<file path="config.mk">
export PLATFORM = sky130hd
export DESIGN_NAME = fused_op_alu
export DESIGN_NICKNAME = d
export VERILOG_FILES = /design/src/rtl/fused_op_pkg.sv /design/src/rtl/fused_op_rst_sync.sv /design/src/rtl/fused_op_logic.sv /design/src/rtl/fused_op_store.sv /design/src/rtl/fused_op_rmw.sv /design/src/rtl/fused_op_alu.sv
export SDC_FILE = /design/constraint.sdc
export NUM_CORES = 1
export LEC_CHECK = 0
export BUFFER_PORTS_ARGS = -buffer_cell sky130_fd_sc_hd__clkbuf_2
export CORE_ASPECT_RATIO = 0.5
export CORE_UTILIZATION = 55
export CTS_CLUSTER_SIZE = 10
export DETAILED_ROUTE_END_ITERATION = 12
export PLACE_DENSITY = 0.82
export SLEW_MARGIN = 20
export SYNTH_ARGS = -nofsm -noshare
export SYNTH_HDL_FRONTEND = slang
export SYNTH_SLANG_ARGS = --single-unit
export TNS_END_PERCENT = 50
</file>
<file path="constraint.sdc">
create_clock -name clk -period 1.6 [get_ports clk]
set_input_delay 0.32 -clock clk [delete_from_list [all_inputs] [get_ports clk]]
set_output_delay 0.32 -clock clk [all_outputs]
set_load 0.05 [all_outputs]
</file>
<file path="src/rtl/fused_op_pkg.sv">
package fused_op_pkg;
  localparam int unsigned DW  = 8;
  localparam int unsigned OPW = 4;
  localparam int unsigned NIB = DW / 2;

  typedef enum logic [OPW-1:0] {
    OP_ANDSHR  = 4'd0,
    OP_ANDCRY  = 4'd1,
    OP_ANDROR  = 4'd2,
    OP_ANDSUBX = 4'd3,
    OP_STMAX   = 4'd4,
    OP_STMX    = 4'd5,
    OP_STMY    = 4'd6,
    OP_STMSP   = 4'd7,
    OP_LDSTK   = 4'd8,
    OP_SHLOR   = 4'd9,
    OP_SHREOR  = 4'd10,
    OP_ROLAND  = 4'd11
  } op_e;

  localparam logic [OPW-1:0] OP_FIRST_FREE = 4'd12;

  typedef struct packed {
    logic [DW-1:0] a;
    logic [DW-1:0] x;
    logic [DW-1:0] sp;
    logic [DW-1:0] wd;
    logic          we;
    logic          n;
    logic          v;
    logic          z;
    logic          c;
  } res_t;
endpackage

</file>
<file path="src/rtl/fused_op_rst_sync.sv">
module fused_op_rst_sync #(
  parameter int unsigned STAGES = 2
) (
  input  logic clk,
  input  logic rst_n,
  output logic rst_n_sync
);
  logic [STAGES-1:0] sync_q;

  always_ff @(posedge clk or negedge rst_n) begin
    if (!rst_n) sync_q <= '0;
    else        sync_q <= {sync_q[STAGES-2:0], 1'b1};
  end

  assign rst_n_sync = sync_q[STAGES-1];
endmodule

</file>
<file path="src/rtl/fused_op_logic.sv">
module fused_op_logic
  import fused_op_pkg::*;
#(
  parameter bit DECIMAL_EN = 1'b1
) (
  input  logic [OPW-1:0] op,
  input  res_t           base,
  input  logic [DW-1:0]  mem,
  input  logic           dec,
  output res_t           res,
  output logic           hit
);
  logic          dec_act;
  logic [DW-1:0] t;
  logic [DW-1:0] rot;
  logic [DW:0]   diff;
  logic [NIB:0]  lo_sum;
  logic [NIB:0]  hi_sum;
  logic [DW-1:0] mid;
  logic [DW-1:0] dfix;
  logic          dcarry;

  generate
    if (DECIMAL_EN) begin : g_dec
      assign dec_act = dec;
    end else begin : g_bin
      assign dec_act = 1'b0;
    end
  endgenerate

  assign t    = base.a & mem;
  assign rot  = {base.c, t[DW-1:1]};
  assign diff = {1'b0, base.a & base.x} - {1'b0, mem};

  // nibble correction for the decimal rotate
  always_comb begin
    lo_sum = {1'b0, rot[NIB-1:0]} + {{NIB{1'b0}}, rot[0]};
    mid    = rot;
    if (lo_sum > 5) mid[NIB-1:0] = rot[NIB-1:0] + 4'd6;
    hi_sum = {1'b0, mid[DW-1:NIB]} + {{NIB{1'b0}}, mid[NIB]};
    dfix   = mid;
    dcarry = 1'b0;
    if (hi_sum > 5) begin
      dfix[DW-1:NIB] = mid[DW-1:NIB] + 4'd6;
      dcarry         = 1'b1;
    end
  end

  always_comb begin
    res = base;
    hit = 1'b1;
    case (op)
      OP_ANDSHR: begin
        res.a = {1'b0, t[DW-1:1]};
        res.c = t[0];
        res.n = 1'b0;
        res.z = (t[DW-1:1] == '0);
      end
      OP_ANDCRY: begin
        res.a = t;
        res.n = t[DW-1];
        res.c = t[DW-1];
        res.z = (t == '0);
      end
      OP_ANDROR: begin
        res.z = (rot == '0);
        if (dec_act) begin
          res.a = dfix;
          res.n = base.c;
          res.v = rot[6] ^ t[6];
          res.c = dcarry;
        end else begin
          res.a = rot;
          res.n = rot[DW-1];
          res.v = rot[6] ^ rot[5];
          res.c = rot[6];
        end
      end
      OP_ANDSUBX: begin
        res.x = diff[DW-1:0];
        res.c = ~diff[DW];
        res.n = diff[DW-1];
        res.z = (diff[DW-1:0] == '0);
      end
      default: hit = 1'b0;
    endcase
  end
endmodule

</file>
<file path="src/rtl/fused_op_store.sv">
module fused_op_store
  import fused_op_pkg::*;
(
  input  logic [OPW-1:0] op,
  input  res_t           base,
  input  logic [DW-1:0]  y,
  input  logic [DW-1:0]  mem,
  input  logic [DW-1:0]  base_hi,
  output res_t           res,
  output logic           hit
);
  logic [DW-1:0] mask;
  logic [DW-1:0] ax;
  logic [DW-1:0] stk;

  assign mask = base_hi + 1'b1;
  assign ax   = base.a & base.x;
  assign stk  = mem & base.sp;

  always_comb begin
    res = base;
    hit = 1'b1;
    case (op)
      OP_STMAX: begin
        res.wd = ax & mask;
        res.we = 1'b1;
      end
      OP_STMX: begin
        res.wd = base.x & mask;
        res.we = 1'b1;
      end
      OP_STMY: begin
        res.wd = y & mask;
        res.we = 1'b1;
      end
      OP_STMSP: begin
        res.sp = ax;
        res.wd = ax & mask;
        res.we = 1'b1;
      end
      OP_LDSTK: begin
        res.a  = stk;
        res.x  = stk;
        res.sp = stk;
        res.n  = stk[DW-1];
        res.z  = (stk == '0);
      end
      default: hit = 1'b0;
    endcase
  end
endmodule

</file>
<file path="src/rtl/fused_op_rmw.sv">
module fused_op_rmw
  import fused_op_pkg::*;
(
  input  logic [OPW-1:0] op,
  input  res_t           base,
  input  logic [DW-1:0]  mem,
  output res_t           res,
  output logic           hit
);
  logic [DW-1:0] mod;
  logic [DW-1:0] acc;
  logic          cout;

  always_comb begin
    hit  = 1'b1;
    mod  = mem;
    acc  = base.a;
    cout = base.c;
    case (op)
      OP_SHLOR: begin
        mod  = {mem[DW-2:0], 1'b0};
        cout = mem[DW-1];
        acc  = base.a | mod;
      end
      OP_SHREOR: begin
        mod  = {1'b0, mem[DW-1:1]};
        cout = mem[0];
        acc  = base.a ^ mod;
      end
      OP_ROLAND: begin
        mod  = {mem[DW-2:0], base.c};
        cout = mem[DW-1];
        acc  = base.a & mod;
      end
      default: hit = 1'b0;
    endcase
  end

  always_comb begin
    res = base;
    if (hit) begin
      res.wd = mod;
      res.we = 1'b1;
      res.a  = acc;
      res.c  = cout;
      res.n  = acc[DW-1];
      res.z  = (acc == '0);
    end
  end
endmodule

</file>
<file path="src/rtl/fused_op_alu.sv">
module fused_op_alu
  import fused_op_pkg::*;
#(
  parameter bit          DECIMAL_EN  = 1'b1,
  parameter int unsigned SYNC_STAGES = 2
) (
  input  logic           clk,
  input  logic           rst_n,
  input  logic           issue,
  input  logic [OPW-1:0] op,
  input  logic [DW-1:0]  a_in,
  input  logic [DW-1:0]  x_in,
  input  logic [DW-1:0]  y_in,
  input  logic [DW-1:0]  sp_in,
  input  logic [DW-1:0]  mem_in,
  input  logic [DW-1:0]  base_hi,
  input  logic           c_in,
  input  logic           n_in,
  input  logic           v_in,
  input  logic           z_in,
  input  logic           dec_in,
  output logic [DW-1:0]  a_out,
  output logic [DW-1:0]  x_out,
  output logic [DW-1:0]  sp_out,
  output logic [DW-1:0]  wdata,
  output logic           we,
  output logic           n_out,
  output logic           v_out,
  output logic           z_out,
  output logic           c_out
);
  logic rst_n_s;
  res_t base, r_log, r_st, r_rmw, nxt, state_q;
  logic hit_log, hit_st, hit_rmw;

  fused_op_rst_sync #(.STAGES(SYNC_STAGES)) u_rst (
    .clk(clk), .rst_n(rst_n), .rst_n_sync(rst_n_s)
  );

  always_comb begin
    base    = '0;
    base.a  = a_in;
    base.x  = x_in;
    base.sp = sp_in;
    base.n  = n_in;
    base.v  = v_in;
    base.z  = z_in;
    base.c  = c_in;
  end

  fused_op_logic #(.DECIMAL_EN(DECIMAL_EN)) u_log (
    .op(op), .base(base), .mem(mem_in), .dec(dec_in), .res(r_log), .hit(hit_log)
  );

  fused_op_store u_st (
    .op(op), .base(base), .y(y_in), .mem(mem_in), .base_hi(base_hi),
    .res(r_st), .hit(hit_st)
  );

  fused_op_rmw u_rmw (
    .op(op), .base(base), .mem(mem_in), .res(r_rmw), .hit(hit_rmw)
  );

  always_comb begin
    if (hit_log)      nxt = r_log;
    else if (hit_st)  nxt = r_st;
    else if (hit_rmw) nxt = r_rmw;
    else              nxt = base;
  end

  always_ff @(posedge clk or negedge rst_n_s) begin
    if (!rst_n_s) begin
      state_q <= '0;
    end else if (issue) begin
      state_q <= nxt;
    end else begin
      state_q.we <= 1'b0;
    end
  end

  assign a_out  = state_q.a;
  assign x_out  = state_q.x;
  assign sp_out = state_q.sp;
  assign wdata  = state_q.wd;
  assign we     = state_q.we;
  assign n_out  = state_q.n;
  assign v_out  = state_q.v;
  assign z_out  = state_q.z;
  assign c_out  = state_q.c;
endmodule

</file>
==> results of run 1 <==
-- through the flow --
| step | worst slack [ns] | setup TNS, ns | area (um^2) |
|---|---|---|---|
| CTS | -0.569 | -4.03 | 6240 |
| global placement | -0.842 | -15.32 | 5620 |
| detailed placement | -0.894 | -16.48 | 5620 |
| floorplan | -0.767 | -5.53 | 4220 |
-- kinds of logic after synthesis --
logic type	after synthesis
multiplexers	5
flip-flops	39
adder cells (fa/ha/maj)	21
XOR/XNOR	19
AO/OA/AOI/OAI	182
buffers and inverters	61
other	1
AND/OR/NAND/NOR	211
-- per-layer routing --
layer	GRT overflow	global-route usage
met5	3	0.444
met4	210	1.33
met3	7	0.730
met2	471	1.37
met1	15	0.914
-- what timing repair did --
| item | in CTS |
|---|---|
| hold buffers | 1 |
| cloned | 0 |
| pin swaps | 34 |
| endpoints found under the hold margin | 2 |
| gates resized for setup | 72 |
| setup buffers | 14 |
| setup endpoints to repair | 31 |
==> impl_metrics.env, run 1 <==
export IMPL_status="aborted with a tool error"
export IMPL_failed_stage="global routing"
export IMPL_error="[ERROR GRT-0232] Routing congestion too high. Check the congestion heatmap in the GUI."
export IMPL_rows=21
export IMPL_initial_core_util=0.576
export IMPL_numCtsBuffers=5
export IMPL_synth_cell_types=65
export IMPL_hpwl_um=13200
export IMPL_synth_area_leaders="dfrtp_1, a21oi_1, nand2_1, nor2_1, ha_1"
export IMPL_synthXorXnorAreaFrac=0.0428
export IMPL_synth_most_common_cell="nand2_1"
export IMPL_synth_seq_cells=39
export IMPL_async_reset_ff_frac=1.00
export IMPL_pin_count=97
export IMPL_gp_congestion=1.03
export IMPL_die_h_um=61.5
export IMPL_synth_warnings=0
export IMPL_grt_worst_endpoint="z_out$_DFFE_PN0P_/D"
export IMPL_synth_top_family_by_area="compound AO/OA/AOI/OAI gates"
export IMPL_worst_ep_kind="register input"
export IMPL_fp_dieW_um=121
export IMPL_ys_seq_area_frac=0.251
export IMPL_ctsHtreeMaxLevel=2
export IMPL_placed_cells=828
export IMPL_io_buffers=96
export IMPL_ctsLongestPathBuffers=2
export IMPL_overflow=706
export IMPL_yosysTopAreaCell="dfrtp_1"
export IMPL_synth_mux_area_frac=0.0129
export IMPL_synth_compound_area_frac=0.302
export IMPL_synthCells=539
export IMPL_synth_top_area_share=0.251
export IMPL_track_usage=1.02
export IMPL_avgSynthCellArea_um2=7.22
export IMPL_synth_adder_area_share=0.0666
export IMPL_synthFlopType="dfrtp_1"
export IMPL_synth_common_cells="nand2_1, a21oi_1, nor2_1"
export IMPL_synth_net_count=615
export IMPL_grt_start_max_net_pins=52
export IMPL_synth_area_mm2=0.00389
export IMPL_yosys_area_share_simple=0.260
export IMPL_clkSinkCount=39
export IMPL_synth_edf_count=0
export IMPL_cts_root_buf="clkbuf_16"
==> inputs of run 2 (changes only) <==
--- a/config.mk
+++ b/config.mk
@@ -6,11 +6,9 @@
 export NUM_CORES = 1
 export LEC_CHECK = 0
 export BUFFER_PORTS_ARGS = -buffer_cell sky130_fd_sc_hd__clkbuf_2
-export CORE_ASPECT_RATIO = 0.5
-export CORE_UTILIZATION = 55
-export CTS_CLUSTER_SIZE = 10
+export CORE_UTILIZATION = 40
 export DETAILED_ROUTE_END_ITERATION = 12
-export PLACE_DENSITY = 0.82
+export PLACE_DENSITY_LB_ADDON = 0.15
 export SLEW_MARGIN = 20
 export SYNTH_ARGS = -nofsm -noshare
 export SYNTH_HDL_FRONTEND = slang
==> run 2 against run 1 <==
  * The flow now finishes, with violations (setup timing)
  * Synthesized cell count stayed put
  * Area after synthesis stayed put
==> impl_metrics.env, run 2 <==
export IMPL_antenna_cells=0
export IMPL_synth_warnings=0
export IMPL_drt_wirelength_per_cell_um=19.5
export IMPL_switchingPower_w=0.00168
export IMPL_rsz0062_at_grt="yes"
export IMPL_hpwl_um=14000
export IMPL_drc=0
export IMPL_swShare=0.410
export IMPL_drt_iter0_markers=400
export IMPL_rows=35
export IMPL_share_seq_of_total_power=0.281
export IMPL_synth_edf_count=0
export IMPL_numCtsBuffers=5
export IMPL_clock_skew_ns=0.00914
export IMPL_drive_gt1_frac=0.491
export IMPL_final_common_cell="buf_4"
export IMPL_pwr_share_clk=0.200
export IMPL_synth_cell_types=65
export IMPL_grt_pass1_vias=5119
export IMPL_path_class="input pin to register"
export IMPL_dr_total_vias=5212
export IMPL_worst_ep_arrival_time_ns=2.33
export IMPL_overflow=0
export IMPL_core_area_mm2=0.00933
export IMPL_drtAntennaViolNets=0
export IMPL_stdcell_count=911
export IMPL_status="finished, violations left"
export IMPL_routed_wl_um=17800
export IMPL_synth_area_mm2=0.00389
export IMPL_antenna_found_initial=0
export IMPL_dieArea_mm2=0.0101
export IMPL_final_area_mm2=0.00674
export IMPL_gp_congestion=1.01
export IMPL_combinationalPowerShare=0.519
export IMPL_initial_core_util=0.417
export IMPL_synth_top_area_share=0.251
export IMPL_leakage_nw=3.10
export IMPL_place_area_mm2=0.00583
export IMPL_io_buffers=96
export IMPL_timing_slew_headroom=0.641
export IMPL_synthCells=539
export IMPL_powerDensity_mw_per_mm2=608
export IMPL_cts_tree="yes"
export IMPL_yosysTopAreaCell="dfrtp_1"
export IMPL_violations="setup timing"
export IMPL_critPathLaunchType="input pin"
export IMPL_viasPerCell=5.72
export IMPL_synth_most_common_cell="nand2_1"
export IMPL_cts_root_buf="clkbuf_8"
export IMPL_finalCritPeriodShare=1.34
export IMPL_avgSynthCellArea_um2=7.22
export IMPL_first_pass_iters=5
export IMPL_ys_seq_area_frac=0.251
export IMPL_setup_ws_ns=-0.544
export IMPL_clk_latency_ns=0.29
export IMPL_crit_path_end_kind="register"
export IMPL_clkSinkCount=39
export IMPL_synth_area_leaders="dfrtp_1, a21oi_1, nand2_1, nor2_1, ha_1"
export IMPL_clkTransAtPathRegs_ns=0.08
export IMPL_fmax_ghz=0.466
export IMPL_worst_pin_slew_ns=0.532
export IMPL_ir_drop_v=0.000521
export IMPL_ctsHtreeMaxLevel=2
export IMPL_cp_data_required_time_ns=1.78
export IMPL_placed_cells=881
export IMPL_r2r_slack_ns=0.65
export IMPL_async_reset_ff_frac=1.00
export IMPL_track_usage=0.355
export IMPL_hold_viol=0
export IMPL_grt_start_max_net_pins=47
export IMPL_fin_crit_ns=2.14
export IMPL_fin_nets=857
export IMPL_area_delta_synth_final_pct=73.3
export IMPL_fin_util=0.723
export IMPL_r2r_start="n_out"
export IMPL_path_max_fanout=3
export IMPL_worst_r2r_path_depth=3
export IMPL_grt_pass1_wl_um=27000
export IMPL_internal_power_w=0.00242
export IMPL_synth_net_count=615
export IMPL_layout_common_cells="buf_4, clkbuf_2, nand2_1"
export IMPL_r2r_end="n_out"
export IMPL_synthFlopType="dfrtp_1"
export IMPL_hp_class="register to async pin"
export IMPL_die_h_um=101
export IMPL_ctsLongestPathBuffers=2
export IMPL_fp_dieW_um=101
export IMPL_synth_common_cells="nand2_1, a21oi_1, nor2_1"
export IMPL_setup_violations=15
export IMPL_total_power_w=0.00410
export IMPL_pin_count=97
export IMPL_synth_seq_cells=39
export IMPL_pre_cts_ws_ns=-0.929
export IMPL_slew_viol_final=0
export IMPL_maxCapViolations=0
==> run 2: critical path: stages <==
cell and delay, ns:
buf_8 0.10, and2_4 0.16, ha_4 0.25, nor2b_4 0.21, nor4b_4 0.07, o41ai_4 0.36
maj3_2 0.27, a21oi_2 0.05, xor2_1 0.17, a221o_1 0.34
==> run 2: cell families after synthesis <==
group | Yosys count | synth area share
AOI/OAI and AO/OA | 182 | 0.302
buffers and inverters | 61 | 0.0637
adders and majority gates | 21 | 0.0666
xor gates and xnor gates | 19 | 0.0428
and+or+nand+nor | 211 | 0.260
DFF | 39 | 0.251
other | 1 | 0.000964
muxes | 5 | 0.0129
==> run 2: metal layers <==
layer / track usage / vias to the layer above / part of all wire
met2: 0.645 / 277 / 0.50
li1: - / 2435 / -
met4: 0.143 / 0 / 0.036
met3: 0.0430 / 49 / 0.067
met1: 0.423 / 2451 / 0.40
met5: 0 / - / 0
==> run 2: final cells by class <==
class                           instances  area [um^2]
Clock inverter                          3         43.8
Multi-Input combinational cell        439         3240
Clock buffer                            5         68.8
Sequential cell                        39          976
Timing Repair Buffer                  276         2150
Tap cell                              129          161
Fill cell                             755         2580
Inverter                               20         97.6
==> run 2: worst max-delay path by stage <==
stage,start,endpoint,slack (ns),cells after the start
4_1_cts,a_in[0],z_out,-0.57,11
3_5_place_dp,x_in[1],z_out,-0.93,11
5_1_grt,x_in[0],z_out,-0.59,11
3_3_place_gp,x_in[1],z_out,-0.88,11
2_1_floorplan,a_in[1],z_out,-0.77,10
6_report,x_in[1],z_out,-0.54,10
==> run 2: metrics by stage <==
step                      setup TNS, ns  hold slack [ns]
after floorplan                   -5.53           0.0244
after detailed placement         -16.97            0.112
after global routing              -4.91            0.345
final                             -3.83            0.306
after CTS                         -4.19            0.318
after global placement           -16.19            0.106
==> run 2: power by group through the flow <==
stage	logic, W	registers (W)	clock network (W)
CTS	0.00198	0.00115	0.000828
finish	0.00213	0.00115	0.000820
detailed placement	0.00185	0.00117	0
global route	0.00225	0.00116	0.000875
floorplan	0.000723	0.00154	0
global placement	0.00184	0.00117	0
==> run 2: what timing repair did <==
action | 4_1_cts | 5_1_grt
endpoints found under the setup margin | 29 | 34
hold endpoints to repair | 2 | 0
hold buffers | 1 | 0
gates resized for setup | 73 | 80
pin swaps | 40 | 41
buffers inserted | 14 | 10
(Power assumes the default switching activity.)
==> inputs of run 3 (changes only) <==
--- a/config.mk
+++ b/config.mk
@@ -9,6 +9,7 @@
 export CORE_UTILIZATION = 40
 export DETAILED_ROUTE_END_ITERATION = 12
 export PLACE_DENSITY_LB_ADDON = 0.15
+export RECOVER_POWER = 100
 export SLEW_MARGIN = 20
 export SYNTH_ARGS = -nofsm -noshare
 export SYNTH_HDL_FRONTEND = slang
==> run 3 against run 2 <==
  * The run still ends with setup timing left
  * Clock-buffer cell count did not move
  * Non-clock buffer count did not move
  * Core utilization fell by 0.75 points
  * Cell count did not move
  * Clock skew barely moved
  * Setup slack improved by 0.0076 ns
  * Final area fell by 1.0%
  * Sequential power barely moved
  * Die area did not move
  * Largest cell class unchanged
  * Highest routed layer unchanged
==> impl_metrics.env, run 3 (same netlist as run 2, synthesis figures left out) <==
export IMPL_status="finished, violations left"
export IMPL_violations="setup timing"
export IMPL_clkSinkCount=39
export IMPL_dr_total_vias=5243
export IMPL_r2r_end="wdata[7]"
export IMPL_grt_start_max_net_pins=47
export IMPL_r2r_start="u_rst.sync_q[1]"
export IMPL_initial_core_util=0.417
export IMPL_clock_skew_ns=0.00893
export IMPL_drtAntennaViolNets=0
export IMPL_crit_buf_inv=1
export IMPL_track_usage=0.355
export IMPL_worst_pin_slew_ns=0.935
export IMPL_first_pass_iters=5
export IMPL_stdcell_count=911
export IMPL_ctsHtreeMaxLevel=2
export IMPL_core_area_mm2=0.00933
export IMPL_layout_common_cells="buf_4, nand2_1, a21oi_1"
export IMPL_nFillCells=782
export IMPL_powerDensity_mw_per_mm2=612
export IMPL_setup_violations=27
export IMPL_drt_wirelength_per_cell_um=19.6
export IMPL_cts_root_buf="clkbuf_8"
export IMPL_drt_iter0_markers=467
export IMPL_slew_viol_final=0
export IMPL_leakage_nw=2.99
export IMPL_cp_data_required_time_ns=1.78
export IMPL_place_area_mm2=0.00583
export IMPL_ctsLongestPathBuffers=2
export IMPL_final_common_cell="buf_4"
export IMPL_ir_drop_v=0.000520
export IMPL_routed_wl_um=17900
export IMPL_timing_slew_headroom=0.377
export IMPL_drc=0
export IMPL_numCtsBuffers=5
export IMPL_setup_ws_ns=-0.536
export IMPL_die_h_um=101
export IMPL_slowest_delay_ns=0.37
export IMPL_crit_path_end_kind="register"
export IMPL_worst_r2r_path_depth=1
export IMPL_maxCapViolations=0
export IMPL_r2r_slack_ns=0.55
export IMPL_cp_depth=10
export IMPL_fin_util=0.715
export IMPL_crit_chain="buf_8 -> and2_4 -> ha_4 -> nor2b_4 -> nor4b_4 -> o41ai_4 -> maj3_2 -> a21oi_2 -> xor2_1 -> a221o_1"
export IMPL_rows=35
export IMPL_area_delta_synth_final_pct=71.5
export IMPL_antenna_cells=0
export IMPL_rsz0062_at_grt="yes"
export IMPL_path_max_fanout=3
export IMPL_hold_viol=0
export IMPL_io_buffers=96
export IMPL_placed_cells=881
export IMPL_hp_class="input pin to async pin"
export IMPL_critPathLaunchType="input pin"
export IMPL_fin_tns_setup_ns=-5.80
export IMPL_dieArea_mm2=0.0101
export IMPL_fmax_ghz=0.468
export IMPL_cp_top_family="compound AO/OA/AOI/OAI gates"
export IMPL_hpwl_um=14000
export IMPL_final_area_mm2=0.00667
export IMPL_slowest_stage="o41ai_4"
export IMPL_fp_dieW_um=101
export IMPL_worst_ep_arrival_time_ns=2.32
export IMPL_pin_count=97
export IMPL_grt_pass1_vias=5119
export IMPL_overflow=0
export IMPL_clkTransAtPathRegs_ns=0.08
export IMPL_gp_congestion=1.01
export IMPL_fin_nets=857
export IMPL_cts_tree="yes"
export IMPL_grt_pass1_wl_um=27000
export IMPL_fin_crit_ns=2.14
export IMPL_total_power_w=0.00408
export IMPL_viasPerCell=5.76
export IMPL_clk_latency_ns=0.29
export IMPL_antenna_found_initial=0
export IMPL_drive_gt1_frac=0.445
export IMPL_path_class="input pin to register"
export IMPL_finalCritPeriodShare=1.34
run 3: routing by layer:
metal	global-route usage	vias up	part of all wire
li1	-	2426	-
met1	0.423	2482	0.39
met2	0.645	286	0.50
met3	0.0430	49	0.068
met4	0.143	0	0.037
met5	0	-	0
run 3: worst max-delay path by stage:
stage               slack [ns]  startpoint     to
finish                   -0.54     x_in[1]  z_out
global route             -0.59     x_in[0]  z_out
CTS                      -0.57     a_in[0]  z_out
detailed placement       -0.93     x_in[1]  z_out
global placement         -0.88     x_in[1]  z_out
floorplan                -0.77     a_in[1]  z_out
run 3: area by class of cell:
| cell class | instances | area, um^2 | area share |
|---|---|---|---|
| flip-flops and latches | 39 | 976 | 0.146 |
| repair buffers | 276 | 2080 | 0.312 |
| multi-input cells | 439 | 3240 | 0.486 |
| inverters | 20 | 97.6 | 0.0146 |
| well taps | 129 | 161 | 0.0242 |
| clock inverters | 3 | 43.8 | 0.00656 |
| clock buffers | 5 | 68.8 | 0.0103 |
run 3: repair_timing:
action,in CTS,in global routing
pin swaps,40,41
endpoints found under the hold margin,2,0
hold buffers,1,0
gates resized for setup,73,80
buffers inserted,14,10
endpoints found under the setup margin,29,34
run 3: power breakdown:
group	total (W)	internal [W]	switching (W)
Clock	0.000827	0.000464	0.000363
Sequential	0.00115	0.00109	0.0000642
Combinational	0.00210	0.000836	0.00126
Total	0.00408	0.00239	0.00169
run 3: stage by stage:
| step | worst slack (ns) | hold WS, ns |
|---|---|---|
| 2_1_floorplan | -0.767 | 0.0244 |
| 3_3_place_gp | -0.882 | 0.106 |
| 3_5_place_dp | -0.929 | 0.112 |
| 4_1_cts | -0.566 | 0.318 |
| 5_1_grt | -0.589 | 0.349 |
| 6_report | -0.536 | 0.347 |
==> inputs of run 4 (changes only) <==
--- a/config.mk
+++ b/config.mk
@@ -6,7 +6,7 @@
 export NUM_CORES = 1
 export LEC_CHECK = 0
 export BUFFER_PORTS_ARGS = -buffer_cell sky130_fd_sc_hd__clkbuf_2
-export CORE_UTILIZATION = 40
+export CORE_UTILIZATION = 53
 export DETAILED_ROUTE_END_ITERATION = 12
 export PLACE_DENSITY_LB_ADDON = 0.15
 export RECOVER_POWER = 100
==> run 4 against run 3 <==
  * The flow now stops in global routing
  * Area after synthesis unchanged
  * Synthesized cell count is the same
==> impl_metrics.env, run 4 <==
export IMPL_die_h_um=87.7
export IMPL_synth_area_leaders="dfrtp_1, a21oi_1, nand2_1, nor2_1, ha_1"
export IMPL_ctsLongestPathBuffers=2
export IMPL_synth_seq_cells=39
export IMPL_clkSinkCount=39
export IMPL_grt_worst_endpoint="z_out$_DFFE_PN0P_/D"
export IMPL_fp_dieW_um=87.7
export IMPL_track_usage=0.741
export IMPL_numCtsBuffers=5
export IMPL_synth_net_count=615
export IMPL_error="[ERROR GRT-0232] Routing congestion too high. Check the congestion heatmap in the GUI."
export IMPL_synth_common_cells="nand2_1, a21oi_1, nor2_1"
export IMPL_synth_edf_count=0
export IMPL_io_buffers=96
export IMPL_async_reset_ff_frac=1.00
export IMPL_avgSynthCellArea_um2=7.22
export IMPL_synth_area_mm2=0.00389
export IMPL_overflow=60
export IMPL_pin_count=97
export IMPL_ctsHtreeMaxLevel=2
export IMPL_rows=30
export IMPL_failed_stage="global routing"
export IMPL_cts_root_buf="clkbuf_8"
export IMPL_status="aborted with a tool error"
export IMPL_synth_most_common_cell="nand2_1"
export IMPL_synthFlopType="dfrtp_1"
export IMPL_yosysTopAreaCell="dfrtp_1"
export IMPL_initial_core_util=0.560
export IMPL_synthCells=539
export IMPL_gp_congestion=1.09
export IMPL_synth_warnings=0
export IMPL_worst_ep_kind="register input"
export IMPL_grt_start_max_net_pins=53
export IMPL_synth_cell_types=65
export IMPL_ys_seq_area_frac=0.251
export IMPL_hpwl_um=12700
export IMPL_synth_top_area_share=0.251
## run 4: cell counts after synthesis
No cell type changed its count.
## run 4: cell families after synthesis
group / count (synthesis) / synth area share
adders and majority gates: 21 / 0.0666
AOI/OAI and AO/OA: 182 / 0.302
buffers and inverters: 61 / 0.0637
and+or+nand+nor: 211 / 0.260
xor gates and xnor gates: 19 / 0.0428
other: 1 / 0.000964
DFF: 39 / 0.251
muxes: 5 / 0.0129
## run 4: what timing repair did
action	CTS
setup buffers	15
pin swaps	38
hold buffers	1
gates cloned	0
endpoints found under the setup margin	25
hold endpoints to repair	2
gates resized for setup	62
## run 4: stage by stage
step	setup WS, ns	TNS (ns)	instances	util	instance area [um^2]
2_1_floorplan	-0.767	-5.53	539	-	4220
3_3_place_gp	-0.820	-14.81	836	0.815	5660
3_5_place_dp	-0.887	-16.03	836	0.815	5660
4_1_cts	-0.547	-3.47	857	0.890	6180
## run 4: routing by layer
layer,GRT usage,overflow
met1,0.709,1
met2,0.949,32
met3,0.559,0
met4,0.808,25
met5,0.156,2
